<file path="config.mk">
export PLATFORM = sky130hd
export DESIGN_NAME = tap_pin_share
export DESIGN_NICKNAME = d
export VERILOG_FILES = /design/src/rtl/tps_pkg.sv /design/src/rtl/tps_en_reg.sv /design/src/rtl/tps_own_mux.sv /design/src/rtl/tps_isc_fsm.sv /design/src/rtl/tap_pin_share.sv
export SDC_FILE = /design/constraint.sdc
export NUM_CORES = 1
export LEC_CHECK = 0
export ABC_AREA = 1
export BUFFER_PORTS_ARGS = -buffer_cell sky130_fd_sc_hd__buf_2
export CAP_MARGIN = 20
export CORE_MARGIN = 3
export CORE_UTILIZATION = 35
export CTS_CLUSTER_DIAMETER = 200
export DETAILED_ROUTE_END_ITERATION = 8
export PLACE_DENSITY = 0.77
export SKIP_LAST_GASP = 1
export SLEW_MARGIN = 20
export SYNTH_ARGS = -nofsm -noshare
export SYNTH_HDL_FRONTEND = slang
export SYNTH_SLANG_ARGS = --single-unit
export TNS_END_PERCENT = 1
</file>
<file path="constraint.sdc">
create_clock -name clk -period 1.49 [get_ports clk]
set_clock_uncertainty 0.05 [all_clocks]
set_input_delay 0.149 -clock clk [delete_from_list [all_inputs] [get_ports clk]]
set_output_delay 0.149 -clock clk [all_outputs]
set_load 0.005 [all_outputs]
</file>
<file path="src/rtl/tps_pkg.sv">
package tps_pkg;

    typedef enum logic [2:0] {
        ST_OFF    = 3'd0,
        ST_LISTEN = 3'd1,
        ST_ISC    = 3'd2,
        ST_FAULT  = 3'd3,
        ST_PEND   = 3'd4
    } isc_state_e;

    // Port bit positions of each JTAG function (fixed pin map)
    localparam int PIN_TMS   = 0;
    localparam int PIN_TCK   = 1;
    localparam int PIN_TSTAT = 3;
    localparam int PIN_TERR  = 4;
    localparam int PIN_TDI   = 5;
    localparam int PIN_TDO   = 6;

    function automatic logic is_std_pin(input int idx);
        return (idx == PIN_TMS) || (idx == PIN_TCK) ||
               (idx == PIN_TDI) || (idx == PIN_TDO);
    endfunction

    function automatic logic is_ext_pin(input int idx);
        return (idx == PIN_TSTAT) || (idx == PIN_TERR);
    endfunction

endpackage

</file>
<file path="src/rtl/tps_en_reg.sv">
module tps_en_reg #(
    parameter int              ADDR_W  = 8,
    parameter int              DATA_W  = 8,
    parameter logic [ADDR_W-1:0] EN_ADDR = 8'hC7
) (
    input  logic              clk,
    input  logic              rst_n,
    input  logic              chip_reset,
    input  logic              wr,
    input  logic [ADDR_W-1:0] waddr,
    input  logic              wbit,
    input  logic [ADDR_W-1:0] raddr,
    output logic [DATA_W-1:0] rdata,
    output logic              en_masked
);

    logic en_q;

    always_ff @(posedge clk or negedge rst_n) begin
        if (!rst_n) begin
            en_q <= 1'b0;
        end else if (chip_reset) begin
            en_q <= 1'b0;
        end else if (wr && (waddr == EN_ADDR)) begin
            en_q <= wbit;
        end
    end

    always_comb begin
        rdata = '0;
        if (raddr == EN_ADDR) begin
            rdata[0] = en_q;
        end
    end

    // A chip reset withdraws this source in the same cycle
    assign en_masked = en_q & ~chip_reset;

endmodule

</file>
<file path="src/rtl/tps_own_mux.sv">
module tps_own_mux
    import tps_pkg::*;
#(
    parameter int PORT_W = 8
) (
    input  logic              nv_dedicate,
    input  logic              pt_sel,
    input  logic              reg_en,
    input  logic              ext_on,
    output logic              jtag_on,
    output logic [PORT_W-1:0] alt_sel
);

    assign jtag_on = nv_dedicate | pt_sel | reg_en;

    for (genvar i = 0; i < PORT_W; i++) begin : g_bit
        if (is_std_pin(i)) begin : g_std
            assign alt_sel[i] = jtag_on;
        end else if (is_ext_pin(i)) begin : g_ext
            assign alt_sel[i] = jtag_on & ext_on;
        end else begin : g_gpio
            assign alt_sel[i] = 1'b0;
        end
    end

endmodule

</file>
<file path="src/rtl/tps_isc_fsm.sv">
module tps_isc_fsm
    import tps_pkg::*;
(
    input  logic clk,
    input  logic rst_n,
    input  logic jtag_on,
    input  logic chip_reset,
    input  logic en_stb,
    input  logic dis_stb,
    input  logic clr_stb,
    input  logic flash_busy,
    input  logic flash_err,
    output logic tdo_oe,
    output logic ext_on,
    output logic tstat,
    output logic terr_n
);

    isc_state_e st_q, st_d;

    always_ff @(posedge clk or negedge rst_n) begin
        if (!rst_n) st_q <= ST_OFF;
        else        st_q <= st_d;
    end

    always_comb begin
        st_d = st_q;
        if (!jtag_on) begin
            st_d = ST_OFF;                               // release
        end else begin
            unique case (st_q)
                ST_OFF:    st_d = ST_LISTEN;             // claim
                ST_LISTEN: if (en_stb) st_d = ST_ISC;    // open
                ST_ISC: begin
                    if (dis_stb)        st_d = ST_LISTEN; // close
                    else if (flash_err) st_d = ST_FAULT;  // trip
                end
                ST_FAULT: begin
                    if (dis_stb)
                        st_d = (clr_stb && !flash_err) ? ST_LISTEN : ST_PEND;
                    else if (clr_stb && !flash_err)
                        st_d = ST_ISC;                    // clear
                end
                ST_PEND: begin
                    if (clr_stb || chip_reset) st_d = ST_LISTEN; // flush
                    else if (en_stb)           st_d = ST_FAULT;  // reopen
                end
                default: st_d = ST_OFF;
            endcase
        end
    end

    always_comb begin
        tdo_oe = 1'b0;
        ext_on = 1'b0;
        tstat  = 1'b0;
        terr_n = 1'b1;
        unique case (st_q)
            ST_OFF, ST_LISTEN: ;
            ST_ISC: begin
                tdo_oe = 1'b1;
                ext_on = 1'b1;
                tstat  = ~flash_busy;
            end
            ST_FAULT: begin
                tdo_oe = 1'b1;
                ext_on = 1'b1;
                tstat  = ~flash_busy;
                terr_n = 1'b0;
            end
            ST_PEND: begin
                ext_on = 1'b1;
                tstat  = ~flash_busy;
                terr_n = 1'b0;
            end
            default: ;
        endcase
    end

endmodule

</file>
<file path="src/rtl/tap_pin_share.sv">
module tap_pin_share #(
    parameter int                ADDR_W  = 8,
    parameter int                DATA_W  = 8,
    parameter int                PORT_W  = 8,
    parameter logic [ADDR_W-1:0] EN_ADDR = 8'hC7
) (
    input  logic              clk,
    input  logic              rst_n,
    input  logic              chip_reset,
    input  logic              cfg_nv_dedicate,
    input  logic              pt_jtag_sel,
    input  logic              cpu_wr,
    input  logic [ADDR_W-1:0] cpu_addr,
    input  logic [DATA_W-1:0] cpu_wdata,
    input  logic [ADDR_W-1:0] cpu_raddr,
    output logic [DATA_W-1:0] cpu_rdata,
    input  logic              isc_enable_stb,
    input  logic              isc_disable_stb,
    input  logic              isc_clear_stb,
    input  logic              flash_busy,
    input  logic              flash_err,
    output logic [PORT_W-1:0] port_alt_sel,
    output logic              tdo_oe,
    output logic              tstat_out,
    output logic              terr_n_out
);

    logic reg_en;
    logic jtag_on;
    logic ext_on;

    tps_en_reg #(
        .ADDR_W (ADDR_W),
        .DATA_W (DATA_W),
        .EN_ADDR(EN_ADDR)
    ) u_en_reg (
        .clk       (clk),
        .rst_n     (rst_n),
        .chip_reset(chip_reset),
        .wr        (cpu_wr),
        .waddr     (cpu_addr),
        .wbit      (cpu_wdata[0]),
        .raddr     (cpu_raddr),
        .rdata     (cpu_rdata),
        .en_masked (reg_en)
    );

    tps_own_mux #(
        .PORT_W(PORT_W)
    ) u_own (
        .nv_dedicate(cfg_nv_dedicate),
        .pt_sel     (pt_jtag_sel),
        .reg_en     (reg_en),
        .ext_on     (ext_on),
        .jtag_on    (jtag_on),
        .alt_sel    (port_alt_sel)
    );

    tps_isc_fsm u_fsm (
        .clk       (clk),
        .rst_n     (rst_n),
        .jtag_on   (jtag_on),
        .chip_reset(chip_reset),
        .en_stb    (isc_enable_stb),
        .dis_stb   (isc_disable_stb),
        .clr_stb   (isc_clear_stb),
        .flash_busy(flash_busy),
        .flash_err (flash_err),
        .tdo_oe    (tdo_oe),
        .ext_on    (ext_on),
        .tstat     (tstat_out),
        .terr_n    (terr_n_out)
    );

endmodule

</file>
[Word-level counts from Yosys, hierarchy flattened]
Cells that the tools add are included.
Operators by class
  $add $sub $neg: 0
  multiply operators: 0
  div/mod/pow operators: 0
  order comparisons: 0
  equal/unequal tests: 10
  shift operators: 0
  mux-type cells: 17
  bitwise logic cells: 6
  reductions and logical operators: 10
Operators by type and width (number)
  $mux 3: 9
  $eq 8x8->1 const B: 2
  $pmux 3 s5: 1
  $ne 4x4->1 const B: 3
  $mux 1: 7
  $eq 3x2->1 const B: 2
  $reduce_and 4->1: 1
  $reduce_or 2->1: 2
  $eq 3x1->1 const B: 1
  $eq 3x3->1 const B: 1
  $logic_not 3->1: 1
  $ne 3x3->1 const B: 1
  $reduce_or 3->1: 1
  $and 1x1->1: 2
  $logic_and 1x1->1: 2
  $not 1->1: 2
  $or 1x1->1: 2
  $reduce_bool 2->1: 1
  $logic_not 1->1: 1
  $logic_or 1x1->1: 1
Storage, ports and cells
  flip-flop bits (word level): 4
  bits in latches: 0
  memory bits (writable): 0
  memory bits (read-only): 0
  input port bits: 35
  output and inout bits: 19
  logic and storage cells: 45
  memories kept: 0

[Depth between registers and ports, before layout]
Gate-level depths: netlist (run 1).
  depth after elaboration: 6
  gate-level depth with buffers: 9
  depth with buffers taken out: 9

[Modules after synthesis]
Synthesis (run 1) repeated with hierarchy kept, for this count alone.
Second synthesis, totals
  cell total of the unflattened synthesis: 94
  area, all modules: 548.0 sq um
By module, submodules not included
  tps_isc_fsm: instances 1, cells an instance 42, area each 256.5 sq um, sequential area each 75.1 sq um
  tps_en_reg: instances 1, cells an instance 39, area each 209.0 sq um, sequential area each 25.0 sq um
  tps_own_mux: instances 1, cells an instance 13, area each 82.6 sq um, sequential area each 0.0 sq um

[Worst setup path before layout (run 1)]
OpenSTA, ideal clock, no wires.
  kind: register -> output
  from: register u_en_reg.en_q
  to: output port port_alt_sel[4]
  arrival: 0.918 ns
  data required time: 1.291 ns
  path slack: 0.373 ns
  cell stages (with the launch flop): 6
  path buffers: 1
  cells stage by stage: dfrtp_1 nand2_1 nand2_2 nand2_1 nor2_1 buf_4
On the way
  longest elaborated chain between the ends: 3
Ends and longest elaborated chain
  start, declared: line tps_en_reg.sv:17  | logic en_q;
  start signal, assigned: line tps_en_reg.sv:25  | en_q <= wbit;
  $and 1x1->1: line tps_en_reg.sv:37  | assign en_masked = en_q & ~chip_reset;
  $or 1x1->1: line tps_own_mux.sv:14  | assign jtag_on = nv_dedicate | pt_sel | reg_en;
  net jtag_on: line tap_pin_share.sv:29  | logic jtag_on;
  $and 1x1->1
  end, declared: line tap_pin_share.sv:22  | output logic [PORT_W-1:0] port_alt_sel,
The timed path passes the listed nets, and every way through them passes these cells.

[Worst setup path after layout (run 1)]
  from: register u_fsm.st_q[0]
  to: output port tstat_out
On the way
  longest elaborated chain between the ends: 3
  elaborated cells on any way between the ends: 5
  those cells by class: eq/ne: 3; mux: 1; reduce/logical: 1
Ends and longest elaborated chain
  start, declared: line tps_isc_fsm.sv:19  | isc_state_e st_q, st_d;
  start signal, assigned: line tps_isc_fsm.sv:23  | else st_q <= st_d;
  $eq 3x2->1 / $eq 3x3->1 (equally long branches): line tps_isc_fsm.sv:58  | unique case (st_q)
  $reduce_or 3->1 (no source line) (*)
  $mux 1 (*)
  end, declared: line tap_pin_share.sv:24  | output logic tstat_out,
Mark *: on every way between the ends. The rest lies on a longest branch, timed or not.

==> results.rst, run 1 <==
.. list-table::
   :header-rows: 1

   * - Metric
     - Value
   * - Register area share after synthesis
     - a little under a fifth
   * - Number of synthesized register bits
     - 4
   * - Max FO, Critical Path
     - 7
   * - Hpwl dp
     - ~1200 µm
   * - Required time reported for the critical path endpoint
     - 1290 ps
   * - Ratio of total power to cell area
     - 934 nW/µm²
   * - Clk sink count
     - 4
   * - Minimum clock period after layout
     - roughly 1400 ps
   * - Pins Over Slew Limit
     - 0
   * - Final-report setup violation count
     - 0
   * - Xor and xnor fraction of the mapped netlist area
     - 0%
   * - Simple-gate share of the synthesized area
     - between 40% and 50%
   * - Run status
     - finished clean
   * - Average wire per cell in the routed design
     - 9.40 µm
   * - Proportion of synthesized area in mux cells
     - 0%
   * - Post-route ant nets
     - 0
   * - Count of inserted antenna diode cells
     - 0
   * - Cell with the most instances after synthesis
     - sky130_fd_sc_hd__nand2_1
   * - H-tree depth
     - 1
   * - Achievable frequency
     - slightly above 700 MHz
   * - Highest ir drop seen on vdd
     - roughly 500 µV
   * - Final worst-path cycle share
     - a little over nine tenths
   * - Global-route usage over all layers
     - between 10% and 20%
   * - Compound-cell area share of the yosys netlist
     - a little under a tenth
   * - Dominant cells by area after synthesis
     - sky130_fd_sc_hd__buf_4 19%, sky130_fd_sc_hd__dfrtp_1 18%, sky130_fd_sc_hd__nand2_1 12%
   * - Die Width
     - about 46 µm
   * - First-pass GRT wire length
     - between 1500 and 2000 µm
   * - Detailed Routing Iterations Pass 1
     - 4
   * - Share of synthesized cell area in full adder, half adder and majority cells
     - 0%
   * - Buffer count from post-CTS setup fixing
     - 0
   * - Top cells by instance count after synthesis
     - 18 x sky130_fd_sc_hd__nand2_1, 14 x sky130_fd_sc_hd__buf_4, 12 x sky130_fd_sc_hd__nor2_1, 9 x sky130_fd_sc_hd__inv_1, 7 x sky130_fd_sc_hd__nand3_1
   * - Clock-pin slew reported for the worst setup and hold paths after clock tree synthesis
     - about 40 ps
   * - Startpoint of the lowest-slack hold path
     - isc_enable_stb
   * - DRC marker count from the first detailed-route iteration
     - 6
   * - Worst setup SP type
     - register
   * - Final estimated routing congestion in global placement
     - ~0.80
   * - Library cell with the largest summed area after synthesis
     - sky130_fd_sc_hd__buf_4
   * - Endpoints failing hold
     - 0
   * - Worst path arrival time
     - 1210 ps
   * - Num CTS Buffers
     - 3
   * - Crit. End Element
     - primary output
   * - EDFF count, synth
     - 0
   * - Total routed wirelength
     - ~1300 µm
   * - Critical path class
     - register to primary output
   * - GRT overflow
     - 0
   * - Via-to-Cell Ratio
     - 4.48
   * - Largest family of logic cells by synthesized area
     - simple AND/OR/NAND/NOR gates
   * - Total negative setup slack
     - 0 ps
   * - Number of instances in the synthesized netlist
     - slightly above 90
   * - Chip Height
     - 45.7 µm
   * - Maximum root-to-sink buffer count
     - 2
   * - Max Cap Viol
     - 0
   * - Area share of the largest cell type after synthesis
     - roughly a fifth
   * - Area of the placeable core
     - between 1000 and 1500 µm²
   * - Worst min-delay path class
     - input port to register
   * - Initial core utilization
     - ~40%
   * - Antenna violations before repair
     - 0
   * - Number of design rule violations left after detail routing
     - 0
   * - Count of warnings emitted by yosys
     - 0
   * - Via count of the first global-routing pass
     - between 500 and 600
   * - Static leakage
     - between 0.4 and 0.5 nW
   * - Number of distinct library cells after synthesis
     - 23
   * - Most common flop cell mapped by yosys
     - sky130_fd_sc_hd__dfrtp_1
   * - Total via count after detailed routing
     - approximately 630
   * - Share of async-settable or async-resettable flops after synthesis
     - 100%
   * - Die area
     - ~2100 µm²
   * - Setup slack of the worst register-to-register path
     - between 200 and 300 ps
   * - Clock root cell
     - sky130_fd_sc_hd__clkbuf_4
   * - Source of the critical timing path
     - u_fsm.st_q[0]$_DFFE_PN0P_
   * - Netlist area before placement
     - between 500 and 600 µm²
   * - Setup repair after global routing missed its margin
     - false
   * - Maximum number of pins on one net before global-route repair
     - 10
   * - Clock tree from TritonCTS
     - done
   * - Site Rows
     - 13
   * - Post-Synthesis Mean Instance Area
     - about 6.0 µm²
   * - Total Power
     - ~0.00066 W
   * - R2r startpoint
     - u_fsm.st_q[0]$_DFFE_PN0P_
   * - Nets@finish
     - about 160
   * - Layout cells sized above 1
     - between 30 and 40%
   * - Skew-Pair Late Insertion Delay
     - roughly 230 ps
   * - Area growth from synthesis to final layout
     - 27.7%
   * - I/O pin cnt
     - 54
   * - Number of port buffers
     - 37
[where the power goes]
part / internal, W / switching, W / leakage, nW
Sequential: 0.000137 / 0.0000508 / 0.0528
Clock: 0.0000898 / 0.0000405 / 0.0138
Combinational: 0.000148 / 0.000192 / 0.355
Total: 0.000374 / 0.000283 / 0.422
[path summary, 6_finish.rpt]
kind | endpoint | depth (start not counted)
max in group asynchronous | u_en_reg.en_q$_DFFE_PN0P_ | 2
worst min register to register | u_en_reg.en_q$_DFFE_PN0P_ | 2
worst max-delay path | tstat_out | 4
worst max register to register | u_fsm.st_q[0]$_DFFE_PN0P_ | 7
min in group asynchronous | u_fsm.st_q[0]$_DFFE_PN0P_ | 2
worst min-delay path | u_fsm.st_q[2]$_DFFE_PN0P_ | 2
[layout by cell type, fill, tap and decap left out, types with 3 or more instances in the layout]
cell type,synthesis,layout
sky130_fd_sc_hd__nor2_1,12,11
sky130_fd_sc_hd__inv_1,9,9
sky130_fd_sc_hd__conb_1,1,9
sky130_fd_sc_hd__nand2_1,18,18
sky130_fd_sc_hd__nor2_2,2,3
sky130_fd_sc_hd__buf_2,0,37
sky130_fd_sc_hd__nand3_1,7,7
sky130_fd_sc_hd__dfrtp_1,4,4
sky130_fd_sc_hd__a21oi_1,5,5
sky130_fd_sc_hd__clkbuf_4,0,3
[per-layer routing]
metal  part of all wire, %  track usage [%]  up-vias
met5                     0                0        -
met4                     0             5.26        0
met3                   8.1             1.19        0
met2                    53             23.4       23
met1                    39             14.8      272
li1                      -                -      332
[critical path: stages (launching register included)]
cell,delay [ps]
sky130_fd_sc_hd__dfrtp_1,450
sky130_fd_sc_hd__nor2_2,150
sky130_fd_sc_hd__nand2_1,110
sky130_fd_sc_hd__a21oi_1,150
sky130_fd_sc_hd__buf_2,130
[cell families (layout without fill, tap and decap cells)]
| logic type | Yosys count | count (layout) |
|---|---|---|
| flops | 4 | 4 |
| buf+inv | 28 | 54 |
| simple gates | 49 | 49 |
| compound gates | 9 | 9 |
| other cells | 1 | 9 |
[cell type report]
cell class	count	area, µm²
multi-input cells	67	318
flip-flops and latches	4	100
fillers	149	679
clock buffers	3	22.5
repair buffers	38	195
well taps	15	18.8
inverters	13	48.8
[per-stage QoR]
stage	setup slack (ps)	hold WS, ps	cells	area (µm²)	util [%]
detailed placement	273	-92.8	136	668	48.3
finish	80.7	83.3	140	703	50.9
global route	16.7	89.4	140	703	50.9
CTS	49.0	74.5	140	701	50.7
floorplan	373	-197	99	581	-
global placement	295	-96.4	136	668	48.3
[registers in the layout, summed over array words and instances, names as in the netlist]
| register | cells |
|---|---|
| u_en_reg.en_q | 1 |
| u_fsm.st_q | 3 |
[what timing repair did]
item / CTS / global route
setup endpoints to repair: 0 / 1
hold endpoints to repair: 4 / 0
hold buffers: 1 / 0
gates resized for setup: 0 / 1
No activity file was read; power rests on OpenSTA's default activity.
==> inputs of run 2 (changes only) <==
Settings changed: PLACE_DENSITY 0.77 to 0.86.
==> results.rst, run 2 (synthesis results as in run 1) <==
.. list-table::
   :header-rows: 1

   * - Metric
     - Value
   * - Run status
     - finished clean
   * - Most frequent cells in the layout
     - 37 x sky130_fd_sc_hd__buf_2, 18 x sky130_fd_sc_hd__nand2_1, 12 x sky130_fd_sc_hd__nor2_1
   * - First-pass GRT wire length
     - ~2000 µm
   * - Antenna violations before repair
     - 0
   * - Static leakage
     - about 0.42 nW
   * - Final estimated routing congestion in global placement
     - ~0.87
   * - Via count of the first global-routing pass
     - roughly 560
   * - Crit. End Element
     - primary output
   * - Post-layout util
     - 50.7%
   * - Setup repair after global routing missed its margin
     - true
   * - Clk sink count
     - 4
   * - Worst-case hold slack
     - between 80 and 90 ps
   * - Clock root cell
     - sky130_fd_sc_hd__clkbuf_4
   * - Global Route met3 Usage
     - under 10%
   * - Final-report setup violation count
     - 0
   * - Ratio of total power to cell area
     - 926 nW/µm²
   * - Minimum clock period after layout
     - ~1400 ps
   * - Buf+Inv Stages, Crit Path
     - 1
   * - Number of port buffers
     - 37
   * - Via-to-Cell Ratio
     - 4.46
   * - Count of inserted antenna diode cells
     - 0
   * - GRT overflow
     - 0
   * - Number of design rule violations left after detail routing
     - 0
   * - Required time reported for the critical path endpoint
     - 1290 ps
   * - Chip Height
     - around 46 µm
   * - Max Cap Viol
     - 0
   * - Die area
     - around 2100 µm²
   * - GR met1 Demand/Resource
     - 13.8%
   * - Worst path arrival time
     - between 1000 and 1500 ps
   * - Least setup slack across all paths after layout
     - roughly 49 ps
   * - Num CTS Buffers
     - 3
   * - Global-route usage over all layers
     - roughly 14%
   * - Worst Hold Depth
     - 2
   * - Maximum number of pins on one net before global-route repair
     - 10
   * - Total via count after detailed routing
     - 624
   * - Met2 Usage GRT
     - between 20% and 30%
   * - Cell count along the critical path
     - 4
   * - Most utilized layer in the global route result
     - met2
   * - Die Width
     - approximately 46 µm
   * - Total routed wirelength
     - 1320 µm
   * - Area growth from synthesis to final layout
     - 27.3%
   * - H-tree depth
     - 1
   * - Initial core utilization
     - roughly two fifths
   * - Worst slack, placed
     - between 200 and 300 ps
   * - Max FO, Critical Path
     - 7
   * - I/O pin cnt
     - 54
   * - Pins Over Slew Limit
     - 0
   * - Average wire per cell in the routed design
     - about 9.4 µm
   * - Hpwl dp
     - about 1200 µm
   * - Leading cell type in the layout, fill and taps excluded
     - sky130_fd_sc_hd__buf_2
   * - Post-route ant nets
     - 0
   * - Clock-pin slew reported for the worst setup and hold paths after clock tree synthesis
     - 40 ps
   * - Master of the slowest instance on the critical path
     - sky130_fd_sc_hd__dfrtp_1
   * - Buffer count from post-CTS setup fixing
     - 0
   * - Skew-Pair Late Insertion Delay
     - between 200 and 250 ps
   * - DRC marker count from the first detailed-route iteration
     - 11
   * - Largest registers
     - u_fsm.st_q: 3 flops, u_en_reg.en_q: 1 flops
   * - Clock tree from TritonCTS
     - done
   * - Critical path class
     - register to primary output
   * - Top reg by flops
     - u_fsm.st_q
   * - Number of flip-flops under the largest register name
     - 3
   * - Worst min-delay path class
     - input port to register
   * - Site Rows
     - 13
   * - Final worst-path cycle share
     - between 90% and 100%
   * - Achievable frequency
     - ~700 MHz
   * - Critical-path cell list
     - nor2_1 -> nand2_1 -> a21oi_1 -> buf_2
   * - Critical path's largest stage delay
     - 440 ps
   * - Endpoints failing hold
     - 0
   * - Highest ir drop seen on vdd
     - between 500 and 600 µV
   * - Number of cell instances on the worst register-to-register path
     - 6
   * - Delay-heaviest family, CP
     - flip-flops
   * - Worst setup SP type
     - register
   * - Layout cells sized above 1
     - a little under two fifths
   * - Area of the placeable core
     - ~1400 µm²
   * - Detailed Routing Iterations Pass 1
     - 4
   * - Maximum root-to-sink buffer count
     - 2
   * - Nets@finish
     - roughly 160
==> run 2: cell types whose count changed in the layout (fill, tap and decap cells not counted) <==
cell | previous run | this run
sky130_fd_sc_hd__nor2_1 | 11 | 12
sky130_fd_sc_hd__nor2_2 | 3 | 2
==> run 2: worst register-to-register path, cell delays in order (launching register included) <==
cell and delay [ps]:
sky130_fd_sc_hd__dfrtp_1 440, sky130_fd_sc_hd__nor2_1 180, sky130_fd_sc_hd__nand3_1 90, sky130_fd_sc_hd__nand2_1 100, sky130_fd_sc_hd__nand2_1 90, sky130_fd_sc_hd__nand3_1 90, sky130_fd_sc_hd__nand2_1 60
==> run 2: layer usage <==
layer | vias to the layer above | share of wire (%) | wire length, µm
met5 | - | 0 | 0
met4 | 0 | 1.3 | 17
met3 | 2 | 7.4 | 98
met2 | 24 | 53 | 700
met1 | 265 | 38 | 504
li1 | 333 | - | -
==> run 2: area by class of cell <==
| class | instances | area [µm²] |
|---|---|---|
| Fill cell | 149 | 682 |
| Multi-Input combinational cell | 67 | 315 |
| Timing Repair Buffer | 38 | 195 |
| Sequential cell | 4 | 100 |
| Inverter | 13 | 48.8 |
| Clock buffer | 3 | 22.5 |
| Tap cell | 15 | 18.8 |
==> run 2: timing repair <==
action / CTS / global route
gates resized for setup: 0 / 0
setup endpoints to repair: 0 / 3
hold endpoints to repair: 4 / 0
hold buffers: 1 / 0
==> run 2: worst paths after layout <==
path / start / end / slack (ps)
worst max-delay path: u_fsm.st_q[0]$_DFFE_PN0P_ / tstat_out / 50
worst min-delay path: isc_enable_stb / u_fsm.st_q[2]$_DFFE_PN0P_ / 80
worst max register to register: u_fsm.st_q[0]$_DFFE_PN0P_ / u_fsm.st_q[0]$_DFFE_PN0P_ / 280
worst min register to register: u_en_reg.en_q$_DFFE_PN0P_ / u_en_reg.en_q$_DFFE_PN0P_ / 500
max in group asynchronous: rst_n / u_fsm.st_q[2]$_DFFE_PN0P_ / 1080
min in group asynchronous: rst_n / u_fsm.st_q[0]$_DFFE_PN0P_ / 190
==> run 2: per-stage QoR <==
step | setup TNS (ps) | instance area, µm² | instances | total power (W)
after floorplan | 0 | 581 | 99 | 0.000429
after global placement | 0 | 668 | 136 | 0.000502
after detailed placement | 0 | 668 | 136 | 0.000517
after CTS | 0 | 701 | 140 | 0.000662
after global routing | -64.4 | 701 | 140 | 0.000720
final | 0 | 701 | 140 | 0.000649
==> run 2: power breakdown <==
group          internal (W)  switching, W  total [W]
registers          0.000137     0.0000447   0.000181
logic              0.000145      0.000189   0.000334
clock network     0.0000901     0.0000441   0.000134
